--- config.mk ---
export PLATFORM = sky130hd
export DESIGN_NAME = xlat_walker
export DESIGN_NICKNAME = d
export VERILOG_FILES = /design/src/rtl/xlat_walker_pkg.sv /design/src/rtl/xw_entry_decode.sv /design/src/rtl/xw_perm_check.sv /design/src/rtl/xw_errcode.sv /design/src/rtl/xlat_walker.sv
export SDC_FILE = /design/constraint.sdc
export NUM_CORES = 1
export LEC_CHECK = 0
export BUFFER_PORTS_ARGS = -buffer_cell sky130_fd_sc_hd__buf_2
export CORE_MARGIN = 10
export CORE_UTILIZATION = 46
export CTS_CLUSTER_DIAMETER = 200
export DETAILED_ROUTE_END_ITERATION = 6
export PLACE_DENSITY_LB_ADDON = 0.15
export SKIP_LAST_GASP = 1
export SLEW_MARGIN = 40
export SYNTH_ARGS = -nofsm -noshare
export SYNTH_HDL_FRONTEND = slang
export SYNTH_HIERARCHICAL = 1
export SYNTH_SLANG_ARGS = --single-unit
--- constraint.sdc ---
create_clock -name clk -period 3.7 [get_ports clk]
set_input_delay 0.555 -clock clk [delete_from_list [all_inputs] [get_ports clk]]
set_output_delay 0.555 -clock clk [all_outputs]
set_load 0.02 [all_outputs]
--- src/rtl/xlat_walker_pkg.sv ---
package xlat_walker_pkg;
    localparam int LA_W   = 32;
    localparam int OFF_W  = 12;
    localparam int IDX_W  = 10;
    localparam int PFN_W  = LA_W - OFF_W;
    localparam int ENT_SH = 2;
    localparam int EC_W   = 16;

    localparam int BIT_PRESENT = 0;
    localparam int BIT_RW      = 1;
    localparam int BIT_US      = 2;
    localparam int BIT_ACC     = 5;
    localparam int BIT_DIRTY   = 6;

    typedef enum logic [1:0] {
        ST_IDLE = 2'd0,
        ST_DIR  = 2'd1,
        ST_TBL  = 2'd2,
        ST_UPD  = 2'd3
    } walk_st_e;

    typedef struct packed {
        logic [PFN_W-1:0] frame;
        logic             dirty;
        logic             acc;
        logic             us;
        logic             rw;
        logic             present;
    } ent_t;
endpackage

--- src/rtl/xw_entry_decode.sv ---
module xw_entry_decode
    import xlat_walker_pkg::*;
(
    input  logic [LA_W-1:0] raw,
    input  logic            is_write,
    output ent_t            ent,
    output logic [LA_W-1:0] upd_word,
    output logic            needs_upd
);
    logic [LA_W-1:0] set_mask;

    always_comb begin
        ent.frame   = raw[LA_W-1:OFF_W];
        ent.dirty   = raw[BIT_DIRTY];
        ent.acc     = raw[BIT_ACC];
        ent.us      = raw[BIT_US];
        ent.rw      = raw[BIT_RW];
        ent.present = raw[BIT_PRESENT];

        set_mask             = '0;
        set_mask[BIT_ACC]    = 1'b1;
        set_mask[BIT_DIRTY]  = is_write;
        upd_word             = raw | set_mask;
        needs_upd            = (upd_word != raw);
    end
endmodule

--- src/rtl/xw_perm_check.sv ---
module xw_perm_check
    import xlat_walker_pkg::*;
(
    input  ent_t dir_e,
    input  ent_t tbl_e,
    input  logic is_write,
    input  logic is_user,
    output logic eff_us,
    output logic eff_rw,
    output logic viol
);
    always_comb begin
        eff_us = dir_e.us & tbl_e.us;
        eff_rw = dir_e.rw & tbl_e.rw;
        viol   = is_user & (~eff_us | (is_write & ~eff_rw));
    end
endmodule

--- src/rtl/xw_errcode.sv ---
module xw_errcode
    import xlat_walker_pkg::*;
#(
    parameter int CODE_W = EC_W
) (
    input  logic              prot,
    input  logic              is_write,
    input  logic              is_user,
    output logic [CODE_W-1:0] code
);
    always_comb begin
        code    = '0;
        code[0] = prot;
        code[1] = is_write;
        code[2] = is_user;
    end
endmodule

--- src/rtl/xlat_walker.sv ---
module xlat_walker
    import xlat_walker_pkg::*;
(
    input  logic             clk,
    input  logic             rst_n,
    input  logic             miss_valid,
    output logic             miss_ready,
    input  logic [LA_W-1:0]  miss_laddr,
    input  logic             miss_write,
    input  logic             miss_user,
    input  logic [LA_W-1:0]  dir_base,
    output logic             mem_req_valid,
    output logic             mem_req_write,
    output logic [LA_W-1:0]  mem_req_addr,
    output logic [LA_W-1:0]  mem_req_wdata,
    input  logic             mem_rsp_valid,
    input  logic [LA_W-1:0]  mem_rsp_rdata,
    output logic             fill_valid,
    output logic [PFN_W-1:0] fill_vpn,
    output logic [PFN_W-1:0] fill_pfn,
    output logic             fill_user,
    output logic             fill_writable,
    output logic             fill_dirty,
    output logic             fault_valid,
    output logic [EC_W-1:0]  fault_code,
    output logic [LA_W-1:0]  fault_addr
);
    localparam int N_DEC = 2;

    typedef struct packed {
        walk_st_e         st;
        logic [LA_W-1:0]  la;
        logic             wr;
        logic             usr;
        logic [LA_W-1:0]  pde;
        logic [LA_W-1:0]  maddr;
        logic             mwrite;
        logic [LA_W-1:0]  wdata;
        logic             fill_v;
        logic [PFN_W-1:0] fill_vpn;
        logic [PFN_W-1:0] fill_pfn;
        logic             fill_us;
        logic             fill_rw;
        logic             fill_dirty;
        logic             flt_v;
        logic [EC_W-1:0]  flt_code;
        logic [LA_W-1:0]  flt_addr;
    } regs_t;

    regs_t q, d;

    logic [LA_W-1:0] raw_in   [N_DEC];
    ent_t            ent_out  [N_DEC];
    logic [LA_W-1:0] upd_out  [N_DEC];
    logic            need_out [N_DEC];

    logic            eff_us, eff_rw, viol;
    logic            prot_sel;
    logic [EC_W-1:0] ecode;

    // slot 0 decodes the stored directory entry, slot 1 the entry on the port
    assign raw_in[0] = q.pde;
    assign raw_in[1] = (q.st == ST_UPD) ? q.wdata : mem_rsp_rdata;

    for (genvar g = 0; g < N_DEC; g++) begin : g_dec
        xw_entry_decode u_dec (
            .raw       (raw_in[g]),
            .is_write  (q.wr),
            .ent       (ent_out[g]),
            .upd_word  (upd_out[g]),
            .needs_upd (need_out[g])
        );
    end

    xw_perm_check u_perm (
        .dir_e    (ent_out[0]),
        .tbl_e    (ent_out[1]),
        .is_write (q.wr),
        .is_user  (q.usr),
        .eff_us   (eff_us),
        .eff_rw   (eff_rw),
        .viol     (viol)
    );

    assign prot_sel = (q.st == ST_TBL) && ent_out[1].present;

    xw_errcode #(.CODE_W(EC_W)) u_ec (
        .prot     (prot_sel),
        .is_write (q.wr),
        .is_user  (q.usr),
        .code     (ecode)
    );

    always_comb begin
        d        = q;
        d.fill_v = 1'b0;
        d.flt_v  = 1'b0;
        unique case (q.st)
            ST_IDLE: begin
                if (miss_valid) begin
                    d.st     = ST_DIR;
                    d.la     = miss_laddr;
                    d.wr     = miss_write;
                    d.usr    = miss_user;
                    d.mwrite = 1'b0;
                    d.maddr  = {dir_base[LA_W-1:OFF_W],
                                miss_laddr[LA_W-1 -: IDX_W],
                                {ENT_SH{1'b0}}};
                end
            end
            ST_DIR: begin
                if (mem_rsp_valid) begin
                    d.pde = mem_rsp_rdata;
                    if (!ent_out[1].present) begin
                        d.st       = ST_IDLE;
                        d.flt_v    = 1'b1;
                        d.flt_code = ecode;
                        d.flt_addr = q.la;
                    end else begin
                        d.st    = ST_TBL;
                        d.maddr = {ent_out[1].frame,
                                   q.la[OFF_W +: IDX_W],
                                   {ENT_SH{1'b0}}};
                    end
                end
            end
            ST_TBL: begin
                if (mem_rsp_valid) begin
                    if (!ent_out[1].present || viol) begin
                        d.st       = ST_IDLE;
                        d.flt_v    = 1'b1;
                        d.flt_code = ecode;
                        d.flt_addr = q.la;
                    end else if (need_out[1]) begin
                        d.st     = ST_UPD;
                        d.mwrite = 1'b1;
                        d.wdata  = upd_out[1];
                    end else begin
                        d.st         = ST_IDLE;
                        d.fill_v     = 1'b1;
                        d.fill_vpn   = q.la[LA_W-1:OFF_W];
                        d.fill_pfn   = ent_out[1].frame;
                        d.fill_us    = eff_us;
                        d.fill_rw    = eff_rw;
                        d.fill_dirty = ent_out[1].dirty;
                    end
                end
            end
            ST_UPD: begin
                if (mem_rsp_valid) begin
                    d.st         = ST_IDLE;
                    d.mwrite     = 1'b0;
                    d.fill_v     = 1'b1;
                    d.fill_vpn   = q.la[LA_W-1:OFF_W];
                    d.fill_pfn   = ent_out[1].frame;
                    d.fill_us    = eff_us;
                    d.fill_rw    = eff_rw;
                    d.fill_dirty = ent_out[1].dirty;
                end
            end
            default: d.st = ST_IDLE;
        endcase
    end

    always_ff @(posedge clk) begin
        if (!rst_n) begin
            q    <= '0;
            q.st <= ST_IDLE;
        end else begin
            q <= d;
        end
    end

    assign miss_ready    = (q.st == ST_IDLE);
    assign mem_req_valid = (q.st != ST_IDLE);
    assign mem_req_write = q.mwrite;
    assign mem_req_addr  = q.maddr;
    assign mem_req_wdata = q.wdata;
    assign fill_valid    = q.fill_v;
    assign fill_vpn      = q.fill_vpn;
    assign fill_pfn      = q.fill_pfn;
    assign fill_user     = q.fill_us;
    assign fill_writable = q.fill_rw;
    assign fill_dirty    = q.fill_dirty;
    assign fault_valid   = q.flt_v;
    assign fault_code    = q.flt_code;
    assign fault_addr    = q.flt_addr;
endmodule

# Yosys cells after proc, flatten, opt, wreduce, memory -nomap -nowiden
# Index checks and enable logic that the tools add are counted.
dict set report word_totals {
  ram_bits 0
  latchBits 0
  rom_bits 0
  output_inout_bits 160
  memories 0
  ff_bits 197
  in_bits 102
}
dict set report classes {
  n_addsub 0
  n_mux 25
  bitwise 9
  reduce_logical 17
  n_eq_ne 14
  shift 0
  order_cmp 0
  multipliers 0
  n_div 0
}
# op n
set op_table {}
lappend op_table {{49-bit 2-to-1 mux} 3}
lappend op_table {{126-bit 2-to-1 mux} 1}
lappend op_table {{49-bit one-hot mux with 2 select lines} 1}
lappend op_table {{32-bit 2-to-1 mux} 3}
lappend op_table {{44-bit 2-to-1 mux} 2}
lappend op_table {{44-bit one-hot mux with 2 select lines} 1}
lappend op_table {{77-bit 2-to-1 mux} 1}
lappend op_table {{33-bit 2-to-1 mux} 2}
lappend op_table {{32-bit one-hot mux with 2 select lines} 1}
lappend op_table {{36-bit 2-to-1 mux} 1}
lappend op_table {{32-bit != test} 1}
lappend op_table {{32-bit by 7-bit OR with 32-bit output} 1}
lappend op_table {{2-bit != test (second input constant)} 7}
lappend op_table {{2-bit 2-to-1 mux} 6}
lappend op_table {{4-bit AND reduction} 3}
lappend op_table {{5-bit AND reduction} 2}
lappend op_table {{2-bit one-hot mux with 4 select lines} 1}
lappend op_table {{2-bit nonzero test} 4}
lappend op_table {{2-bit by 1-bit != test with 1-bit output (second input constant)} 3}
lappend op_table {{6-bit AND reduction} 1}
lappend op_table {{1-bit AND} 4}
lappend op_table {{2-bit equality test (second input constant)} 2}
lappend op_table {{2-bit AND reduction} 2}
lappend op_table {{1-bit inverter} 3}
lappend op_table {{other kinds (9)} 9}

# Longest topological paths before layout
dict set report depth {
  depth_word 11
  mapped_depth 12
  mapped_depth_nobuf 7
}

# Cells and area by module
# Netlist, hierarchy kept.
# module cells_per_inst area_per_inst_um2 seq_area_each_um2 instances
set modules_own_cells {}
lappend modules_own_cells {xlat_walker 1110 9994.6 4484.3 1}
lappend modules_own_cells {xw_entry_decode 60 439.2 0.0 2}
lappend modules_own_cells {xw_errcode 17 123.9 0.0 1}
lappend modules_own_cells {xw_perm_check 5 37.5 0.0 1}

# Least setup slack after synthesis
# No wires, ideal clock.
dict set report synth_timing {
  path_type {reg2reg}
  startpoint {reg q[224] (netlist bit)}
  endpoint {reg q, in the netlist fault_addr[26]}
  path_slack_ns 0.719
  path_stages_with_launch 13
  setup_ns 0.117
  path_buffers 5
  arrival_time_ns 2.864
  path_cell_list {dfxtp_1 ha_1 clkbuf_1 buf_1 mux2_2 buf_4 and2_4 o22ai_2 nand2b_1 a211o_1 buf_4 buf_6 a32o_1}
}
# item line_no
set synth_rtl {}
lappend synth_rtl {{start: declaration} xlat_walker.sv:50} ;# regs_t q, d;

==> results.py <==
metrics = {
    "sta": {
        "hold_viol": 0,
        "period_share": 0.763,
        "slew_violations": 0,
        "worst_slew_pin_slew_ns": 0.760,
        "fin_setup_tns_ns": 0,
        "fin_crit_ns": 2.82,
        "clock_skew_ns": 0.0124,
        "setup_ws_ns": 0.876,
        "fmaxAchievable_mhz": 354,
        "rsz0062_at_grt": "no",
        "setup_viol": 0,
        "slew_headroom": 0.493,
    },
    "outcome": {
        "status": "finished, final reports clean",
    },
    "synth": {
        "syn_inst": 1067,
        "avgSynthCellArea_um2": 9.00,
        "yosys_warnings": 6,
        "synth_area_um2": 9600,
    },
    "final_layout": {
        "drive_gt1_frac": 0.323,
        "nFillCells": 2042,
        "seq_area_um2": 3880,
        "multiInputGateArea_um2": 3660,
        "area_growth_pct": 3.49,
        "nNetsFinal": 1161,
    },
    "route": {
        "via_count": 6934,
        "ant_nets": 0,
        "first_pass_iters": 4,
        "wl_um": 26200,
        "drc": 0,
        "vias_per_cell": 5.18,
        "routedWlPerCell_um": 19.6,
        "drt_iter0_drc": 381,
    },
    "place": {
        "place.gp.congestion": 0.780,
        "pre_cts_ws_ns": 0.868,
        "hpwlAfterDp_um": 17800,
        "io_buffers": 247,
    },
    "clocking": {
        "cts_resized": 0,
        "cts_root_buffer": "clkbuf_16",
        "clkTransAtPathRegs_ns": 0.08,
        "clock-sinks": 194,
        "clk_latency_ns": 0.44,
        "htree_levels": 4,
        "cts_tree": "yes",
        "hold_buffers": 0,
        "clockBufferDepth": 2,
        "cts_setup_buffers": 0,
        "cts-buffers-inserted": 17,
    },
    "critical_path": {
        "end_kind": "flop",
        "cp_max_fo": 26,
        "startpoint_type": "flop",
        "path_class": "flop to flop",
        "crit_arrival_ns": 3.19,
        "crit_required_ns": 4.06,
    },
    "flow_run": {
        "max_cap_viol_count": 0,
    },
    "global_routing": {
        "grt_overflow": 0,
        "antenna_found_initial": 4,
        "grt_pass1_vias": 6857,
        "grt_start_max_net_pins": 72,
        "grt_pass1_wl_um": 39700,
        "track_usage": 0.187,
    },
    "floorplanning": {
        "start_util": 0.472,
        "io-pin-count": 262,
        "coreArea_um2": 20400,
        "die_area_um2": 27100,
        "die_x_um": 164,
        "rows": 52,
        "die_y_um": 164,
    },
    "power_and_ir_drop": {
        "leakagePower_uw": 0.00418,
        "powerDensity_nw_per_um2": 501,
        "peakVddDrop_uv": 301,
    },
    "hold_path": {
        "hold_class": "input port to flop",
    },
}
[where the power goes]
group | internal (uW) | switching [uW] | total (uW)
clock network | 1050 | 938 | 1980
registers | 2190 | 63.1 | 2250
logic | 259 | 492 | 750
[path summary, 6_finish.rpt]
| check | cells past startpoint | slack (ns) | end | from |
|---|---|---|---|---|
| worst min register to register | 2 | 0.45 | fill_pfn[13] | fill_pfn[13] |
| worst min-delay path | 3 | 0.35 | q[204] | miss_laddr[12] |
| worst max-delay path | 8 | 0.88 | mem_req_wdata[29] | q[224] |
| worst max register to register | 8 | 0.88 | mem_req_wdata[29] | q[224] |
[worst max-delay path, cell delays in order (launching register included)]
cell and delay, ns:
dfxtp_1 0.43, ha_2 0.27, buf_4 0.22, mux2_2 0.38, o21ai_1 0.31, and4b_1 0.49
buf_4 0.37, nand3_1 0.12, a21oi_1 0.15
[cells in the final DEF, fill, tap and decap left out, types with 2 or more instances in the layout]
master     instances
mux2_2            33
nand3_1           33
ha_1               2
clkinv_8           5
inv_1              9
nor3_1             2
a32o_1            48
ha_2               3
clkbuf_16         17
nand2_1          160
nor2_1             2
nand2b_1           3
mux2i_1           73
buf_4             19
o21ai_0           32
bufinv_16          2
a31oi_1            2
a311oi_1           3
a211oi_1          30
a21oi_1           98
inv_6              4
conb_1            16
and2_4             2
dfxtp_1          194
buf_2            246
clkinv_4           2
inv_8              2
nor2b_1            2
and2_1             4
[routing by layer]
| metal | track usage | share of wire |
|---|---|---|
| met5 | 0 | 0.0011 |
| met4 | 0.0455 | 0.011 |
| met3 | 0.0764 | 0.090 |
| met2 | 0.309 | 0.48 |
| met1 | 0.222 | 0.42 |
[layout make-up]
cell class                      count  area share
Antenna cell                        1    0.000252
Clock buffer                       17      0.0428
Timing Repair Buffer              265       0.138
Tap cell                          270      0.0340
Sequential cell                   194       0.391
Multi-Input combinational cell    565       0.368
Clock inverter                     15      0.0218
Inverter                           11     0.00428
[stage by stage]
step	utilization	hold WS [ns]	cells	cell area, um^2	total power [uW]
after CTS	0.488	0.328	1337	9940	5040
final	0.488	0.347	1338	9940	4980
after detailed placement	0.456	0.446	1305	9300	3060
after global placement	0.456	0.441	1305	9290	3050
after floorplan	-	0.435	1080	9650	2930
after global routing	0.488	0.333	1338	9940	5220
[state kept, by name, indices dropped and copies added (netlist names), 16 cells and up]
signal         cells
mem_req_addr      30
q                 38
fill_vpn          20
fault_code        16
fault_addr        32
fill_pfn          20
mem_req_wdata     32
(Power assumes the default switching activity.)
